## config.mk

```make
export PLATFORM = sky130hd
export DESIGN_NAME = ppg_ctrl
export DESIGN_NICKNAME = d
export VERILOG_FILES = /design/src/rtl/ppg_pkg.sv /design/src/rtl/ppg_switch.sv /design/src/rtl/ppg_clamp.sv /design/src/rtl/ppg_ctrl.sv
export SDC_FILE = /design/constraint.sdc
export NUM_CORES = 1
export LEC_CHECK = 0
export ABC_AREA = 1
export ABC_CLOCK_PERIOD_IN_PS = 1900
export CAP_MARGIN = 20
export CORE_UTILIZATION = 30
export CTS_BUF_LIST = sky130_fd_sc_hd__clkbuf_8
export CTS_CLUSTER_DIAMETER = 100
export DETAILED_ROUTE_END_ITERATION = 10
export PLACE_DENSITY = 0.67
export SYNTH_ARGS = -nofsm -noshare
export SYNTH_HDL_FRONTEND = slang
export SYNTH_SLANG_ARGS = --single-unit
export TNS_END_PERCENT = 5
```

## constraint.sdc

```tcl
create_clock -name clk -period 1.9 [get_ports clk]
set_clock_uncertainty 0.1 [all_clocks]
set_input_delay 0.475 -clock clk [delete_from_list [all_inputs] [get_ports clk]]
set_output_delay 0.475 -clock clk [all_outputs]
set_load 0.05 [all_outputs]
```

## src/rtl/ppg_pkg.sv

```systemverilog
package ppg_pkg;

    localparam int DW    = 32;
    localparam int AW    = 12;
    localparam int ID_W  = 5;
    localparam int GO_BIT = 8;

    localparam logic [AW-1:0] OFS_CLAMP_STAT = 12'h02C;
    localparam logic [AW-1:0] OFS_TOGGLE     = 12'h030;
    localparam logic [AW-1:0] OFS_CLAMP_CMD  = 12'h034;
    localparam logic [AW-1:0] OFS_PWR_STAT   = 12'h038;

    typedef enum logic {SW_IDLE, SW_BUSY} sw_state_e;

    typedef struct packed {
        logic            go;
        logic [ID_W-1:0] id;
    } toggle_req_t;

    function automatic toggle_req_t decode_toggle(input logic wr,
                                                  input logic [AW-1:0] addr,
                                                  input logic [DW-1:0] wdata);
        toggle_req_t r;
        r.go = wr && (addr == OFS_TOGGLE) && wdata[GO_BIT];
        r.id = wdata[ID_W-1:0];
        return r;
    endfunction

    function automatic logic [DW-1:0] pack_toggle(input logic busy,
                                                  input logic [ID_W-1:0] id);
        logic [DW-1:0] v;
        v = '0;
        v[GO_BIT] = busy;
        v[ID_W-1:0] = id;
        return v;
    endfunction

endpackage

```

## src/rtl/ppg_switch.sv

```systemverilog
module ppg_switch
    import ppg_pkg::*;
#(
    parameter int NP  = 32,
    parameter int LAT = 8
) (
    input  logic              clk,
    input  logic              rst,
    input  toggle_req_t       req,
    output logic              busy,
    output logic [ID_W-1:0]   target,
    output logic [NP-1:0]     pwr,
    output logic [NP-1:0]     going_off
);
    localparam int CW = $clog2(LAT + 1);

    sw_state_e          state_q;
    logic [CW-1:0]      cnt_q;
    logic [NP-1:0]      flip;
    logic               done;

    assign done      = (state_q == SW_BUSY) && (cnt_q == CW'(1));
    assign flip      = done ? (NP'(1) << target) : '0;
    assign going_off = flip & pwr;
    assign busy      = (state_q == SW_BUSY);

    always_ff @(posedge clk) begin
        if (rst) begin
            state_q <= SW_IDLE;
            cnt_q   <= '0;
            target  <= '0;
            pwr     <= '0;
        end else begin
            case (state_q)
                SW_IDLE: begin
                    if (req.go && (int'(req.id) < NP)) begin
                        state_q <= SW_BUSY;
                        target  <= req.id;
                        cnt_q   <= CW'(LAT);
                    end
                end
                SW_BUSY: begin
                    if (done) begin
                        pwr     <= pwr ^ flip;
                        state_q <= SW_IDLE;
                        cnt_q   <= '0;
                    end else begin
                        cnt_q <= cnt_q - CW'(1);
                    end
                end
                default: state_q <= SW_IDLE;
            endcase
        end
    end
endmodule

```

## src/rtl/ppg_clamp.sv

```systemverilog
module ppg_clamp #(
    parameter int NP = 32
) (
    input  logic          clk,
    input  logic          rst,
    input  logic          cmd_wr,
    input  logic [NP-1:0] cmd_mask,
    input  logic [NP-1:0] pwr,
    input  logic [NP-1:0] going_off,
    output logic [NP-1:0] cmd,
    output logic [NP-1:0] clamp
);
    logic [NP-1:0] release_now;
    logic [NP-1:0] eligible;

    assign eligible    = pwr & ~going_off;
    assign release_now = cmd & eligible;

    always_ff @(posedge clk) begin
        if (rst) begin
            cmd   <= '0;
            clamp <= '1;
        end else begin
            clamp <= (clamp & ~release_now) | going_off;
            cmd   <= cmd_wr ? (cmd_mask & eligible) : '0;
        end
    end
endmodule

```

## src/rtl/ppg_ctrl.sv

```systemverilog
module ppg_ctrl
    import ppg_pkg::*;
#(
    parameter int NUM_PART   = 32,
    parameter int SWITCH_LAT = 8
) (
    input  logic                clk,
    input  logic                rst,
    input  logic                reg_wr,
    input  logic [11:0]         reg_addr,
    input  logic [31:0]         reg_wdata,
    output logic [31:0]         reg_rdata,
    output logic [NUM_PART-1:0] part_pwr_en,
    output logic [NUM_PART-1:0] part_iso
);
    toggle_req_t           tog_req;
    logic                  tog_busy;
    logic [ID_W-1:0]       tog_target;
    logic [NUM_PART-1:0]   pwr_state;
    logic [NUM_PART-1:0]   off_mask;
    logic [NUM_PART-1:0]   clamp_cmd;
    logic [NUM_PART-1:0]   clamp_state;
    logic                  clamp_wr;

    assign tog_req  = decode_toggle(reg_wr, reg_addr, reg_wdata);
    assign clamp_wr = reg_wr && (reg_addr == OFS_CLAMP_CMD);

    ppg_switch #(.NP(NUM_PART), .LAT(SWITCH_LAT)) u_switch (
        .clk       (clk),
        .rst       (rst),
        .req       (tog_req),
        .busy      (tog_busy),
        .target    (tog_target),
        .pwr       (pwr_state),
        .going_off (off_mask)
    );

    ppg_clamp #(.NP(NUM_PART)) u_clamp (
        .clk       (clk),
        .rst       (rst),
        .cmd_wr    (clamp_wr),
        .cmd_mask  (reg_wdata[NUM_PART-1:0]),
        .pwr       (pwr_state),
        .going_off (off_mask),
        .cmd       (clamp_cmd),
        .clamp     (clamp_state)
    );

    always_comb begin
        case (reg_addr)
            OFS_CLAMP_STAT: reg_rdata = DW'(clamp_state);
            OFS_TOGGLE:     reg_rdata = pack_toggle(tog_busy, tog_target);
            OFS_CLAMP_CMD:  reg_rdata = DW'(clamp_cmd);
            OFS_PWR_STAT:   reg_rdata = DW'(pwr_state);
            default:        reg_rdata = '0;
        endcase
    end

    assign part_pwr_en = pwr_state;
    assign part_iso    = clamp_state;
endmodule

```

; ---- Word-level counts from Yosys, hierarchy flattened
; Cells that the tools add are included.
[classes]
bitwise = 11
eq_ne = 6
shifts = 1
n_addsub = 1
reduce_logical = 7
mux = 8
[op_table]
columns = op, n
row1 = $and 32x32->32, 5
row2 = $pmux 32 s4, 1
row3 = $not 32->32, 2
row4 = $eq 12x6->1 const B, 4
row5 = $mux 32, 1
row6 = $or 32x32->32, 1
row7 = $shl 1x5->32 const A, 1
row8 = $xor 32x32->32, 1
row9 = $mux 4, 2
row10 = $pmux 4 s2, 1
row11 = $eq 4x1->1 const B, 1
row12 = $logic_and 1x1->1, 4
row13 = $reduce_and 2->1, 2
row14 = $sub 4x1->4 const B, 1
row15 = $mux 1, 2
row16 = $ne 2x2->1 const B, 1
row17 = $not 1->1, 2
row18 = $pmux 1 s2, 1
row19 = $reduce_or 2->1, 1
[totals]
output_inout_bits = 96
reg_bits = 106

; ---- Depth between registers and ports, before layout
[logic_depth]
ltp_word = 10
depth_mapped = 12

; ---- Cells and area by module
; A second synthesis with hierarchy kept.
[hier_totals]
cells_unflattened = 788
area_unflattened_um2 = 5469.0
[modules_own_cells]
columns = module, instances, cells_each, area_each_um2, seq_area_each_um2
row1 = ppg_switch, 1, 296, 2339.7, 840.8
row2 = ppg_clamp, 1, 297, 2302.2, 1281.2
row3 = ppg_ctrl, 1, 195, 827.0, 0.0

; ---- Worst setup path after synthesis
; OpenSTA, ideal clock, no wires.
[synth_path]
kind = in2out
startpoint = input port reg_addr[11]
endpoint = output port reg_rdata[10]
t_arrival_ns = 1.777
path_buffers = 2
required_time_ns = 1.325
stages = 8
slack_ns = -0.452
path_cell_list = nor2_1 nand2_1 nor2_2 and2_1 buf_4 buf_2 nand2_1 nand3_1
[synth_via]
elab_chain_len = 2
[synth_rtl]
columns = element, line_no
row1 = "start, declared", ppg_ctrl.sv:10  ; input logic [11:0] reg_addr,
row2 = $eq 12x6->1, ppg_ctrl.sv:50  ; case (reg_addr)
row3 = $pmux 32 s4 (*), ppg_ctrl.sv:50
row4 = "end, declared", ppg_ctrl.sv:12  ; output logic [31:0] reg_rdata,
; Mark *: on every way between the ends. The rest lies on a longest branch, timed or not.

; ---- Worst setup path after layout
[layout_path]
startpoint = input port reg_addr[1]
endpoint = output port reg_rdata[6]
; The elaborated chain is that of the path after synthesis.

==> out/results.txt <==
The flow ran to the end, but the final reports show violations. The final reports fail on setup timing. Total nets after synthesis: 866. The post-layout minimum cycle time is 2.282 ns.

For this design the static power due to leakage is 3.950 nW. For the final routed database, the setup TNS stands at -11.30 ns. The run gives 25 as the number of library cell types mapped by synthesis.

The worst setup path is of the input port to output port kind. The logs give 9 for the clock buffer count from CTS and 32 for the count of final setup violators. The floorplan step set the die width to 137.5 um.

The floorplan die area came out at 0.01891 mm^2. Entering global routing, the biggest net connects 41 pins. The clock sink count is 106. The worst-case IR drop observed on VDD is 372.8 uV. The net count of the finished layout is 1042. The critical path startpoint category is an input port. Data on the critical path arrives at its endpoint at 1.71 ns.

For the global-route total usage across every layer, the log shows 0.2014. The number of inserted diodes is 0, and the residual overflow from global routing is 0. Relative to the synthesized area, the layout overhead comes to 67.82%. The proportion of power drawn by flip-flops and latches is 0.604. The run gives 0.8307 as the routability-driven placement congestion ratio. Dividing the detail-routed wire length by the instance count gives 15.75 um. The worst hold path belongs to the class register to register. The count of buffers inserted at the top-level ports is 142, and the highest clock rate is 0.4383 GHz. For this run, design rule violations remaining after detail routing come to 0. Minimum setup slack in the final design: -0.3816 ns. The logs give 0 for the number of nets with antenna violations after detailed routing and 12.31 mm for the final HPWL from detailed placement.

The number of max-slew violations in the final report came out at 0. Element type at the critical path end: an output port. The number of detailed-routing iterations run before antenna repair is 5. Across the run, the number of max-cap violations was 0. Power comes to 3.677 mW. Fraction of the yosys area taken by sequential cells: 0.3851. The run gives 0.344 as the clock power share.

Setup repair after global routing could not meet its margin everywhere. The portion of the clock cycle consumed by the worst path in the final layout was 1.201; the share of final-layout standard cells stronger than drive strength 1 was 0.3741. After clock tree synthesis, the clock-pin slew on the worst setup and hold paths is 0.10 ns. Summed over all layers, the routed wires come to 18.30 mm. Relative max-transition margin: 0.7417.

The slowest cell on the critical path was and2_4. The total standard cell area after synthesis came out at 0.005510 mm^2. The internal power of the cells was 2.821 mW; the H-tree depth was 3. Leaving out fill and tap cells, the most frequent cells in the layout are nand2_1, dfxtp_1, buf_12. The first global-routing pass estimated 28.08 mm of wire.

The logs give 0.3067 for the initial core utilization and 5448 for the detailed-route via count. The area of the core region is 0.01796 mm^2, and the detailed router's first-iteration violation count is 312. The root buffer cell chosen for the clock tree is clkbuf_8. The final hold violation count came out at 0. The total power divided by cell area came out at 397.6 mW/mm^2.

For the pin with the worst max-slew slack, the measured transition is 0.3853 ns. The analysis attributes to net switching a power of 0.8559 mW. Count of mapped cells out of synthesis: 753. At the worst endpoint, the required time is 1.32 ns. TritonCTS built the clock tree.

The number of rows in the core area is 49, and the average cell area after synthesis is 7.318 um^2. The run gives 0 as the number of synthesis warnings. In this run the worst path has a maximum fanout of 7. The critical path goes through buf_6, nor2_4, nor3b_4, and2_4, buf_12, buf_16, nand2_4, nand3_4, buf_12.

For the maximum buffer depth of the clock tree, the log shows 2. The clock latency on the worst-skew pair came out at 0.39 ns. After clock tree synthesis, the flow added hold-fix buffers numbering 0. 143 I/O pins were placed.

Among the stages of the critical path, the cell type that occurs most often is buf_12. The via count of the first global-routing pass is 5171, and the height of the die is 137.5 um. The proportion of total power due to net switching was 0.2327; the largest stage delay on the critical path was 0.24 ns.

Synthesis inferred 106 register bits. In the routed layout, each cell is associated on average with a via count of 4.688. The library cell used most frequently in the layout, excluding fill and tap cells, is nand2_1. The run gives 0 as the initial antenna violation count. The tools report the combinational share of power as 0.052.
power groups by stage:
stage	clock network [mW]	registers, mW	logic (mW)
3_5_place_dp	0	2.27	0.178
2_1_floorplan	0	2.27	0.0401
3_3_place_gp	0	2.27	0.177
4_1_cts	1.31	2.22	0.190
6_report	1.27	2.22	0.191
5_1_grt	1.38	2.22	0.203
routing by layer:
| metal | share of wire | routed length [um] | global-route usage | up-vias |
|---|---|---|---|---|
| li1 | - | - | - | 2751 |
| met1 | 0.45 | 8188 | 0.2618 | 2549 |
| met2 | 0.49 | 8985 | 0.3361 | 131 |
| met3 | 0.045 | 817 | 0.03311 | 17 |
| met4 | 0.017 | 306 | 0.06716 | 0 |
| met5 | 0 | 0 | 0 | - |
cells in the mapped netlist:
| library cell | number | area share |
|---|---|---|
| nor3b_4 | 1 | 0.0034 |
| nand3_4 | 1 | 0.0032 |
| nor2_2 | 33 | 0.037 |
| nand4_1 | 8 | 0.0091 |
| ha_1 | 66 | 0.15 |
| buf_2 | 8 | 0.0073 |
| buf_6 | 3 | 0.0061 |
| o21ai_0 | 33 | 0.030 |
| or2_2 | 1 | 0.0011 |
| clkinv_1 | 1 | 0.00068 |
| buf_4 | 1 | 0.0014 |
| clkbuf_1 | 14 | 0.0095 |
| nor3_2 | 1 | 0.0018 |
| nand3_1 | 51 | 0.046 |
| and2_1 | 1 | 0.0011 |
| a21oi_1 | 68 | 0.062 |
| inv_1 | 63 | 0.043 |
| and3_1 | 1 | 0.0011 |
| inv_2 | 2 | 0.0014 |
| nand2_1 | 215 | 0.15 |
| nand4_2 | 1 | 0.0023 |
| dfxtp_1 | 106 | 0.39 |
| buf_1 | 3 | 0.0020 |
| nor2_1 | 70 | 0.048 |
| nor3_1 | 1 | 0.00091 |
worst max-delay path: cells and delay by family:
family / cells / cell delay, ns
AND/OR/NAND/NOR: 5 / 0.71
buffers and inverters: 4 / 0.52
final cells by class:
class	count	area [um^2]
multi-input combinational	552	3806
timing repair buffer	194	2614
fill	1625	8716
inverter	66	252.7
sequential	106	2126
clock inverter	5	25.02
clock buffer	10	137.6
tap	229	286.5
kinds of logic (layout without fill, tap and decap cells):
| kind of cell | Yosys count | after routing | share of synthesized area |
|---|---|---|---|
| adders and majority gates | 66 | 66 | 0.1499 |
| and+or+nand+nor | 385 | 385 | 0.3020 |
| buffers and inverters | 95 | 275 | 0.07130 |
| AOI/OAI and AO/OA | 101 | 101 | 0.09174 |
| DFF | 106 | 106 | 0.3851 |
registers in the layout, summed over array words and instances, names as in the netlist:
register	cells
u_switch.pwr	32
u_clamp.clamp	32
u_switch.cnt_q	4
u_switch.target	5
u_switch.busy	1
u_clamp.cmd	32
what timing repair did:
| action | in CTS | in global routing |
|---|---|---|
| gates resized for setup | 140 | 78 |
| endpoints found under the setup margin | 83 | 128 |
| buffers inserted | 13 | 0 |
| gates cloned | 7 | 0 |
| pin swaps | 19 | 8 |
stage by stage:
stage,setup slack (ns),hold WS (ns),instances,utilization,cell area (um^2)
after global routing,-0.4432,0.4188,1162,0.5148,9248
after CTS,-0.3995,0.3952,1163,0.5016,9011
after detailed placement,-0.7705,0.3686,1128,0.4603,8268
final,-0.3816,0.3902,1162,0.5148,9248
after global placement,-0.7434,0.3587,1128,0.4603,8268
after floorplan,-0.2744,0.3482,753,-,5838
worst paths after layout:
| path | startpoint | endpoint | slack [ns] | cells after the start |
|---|---|---|---|---|
| setup reg to reg | u_switch.cnt_q[1] | u_clamp.clamp[11] | 0.03 | 13 |
| hold / removal | u_clamp.cmd[1] | u_clamp.clamp[1] | 0.39 | 3 |
| setup / recovery | reg_addr[1] | reg_rdata[6] | -0.38 | 9 |
| hold reg to reg | u_clamp.cmd[1] | u_clamp.clamp[1] | 0.39 | 3 |
(Power assumes the default switching activity.)
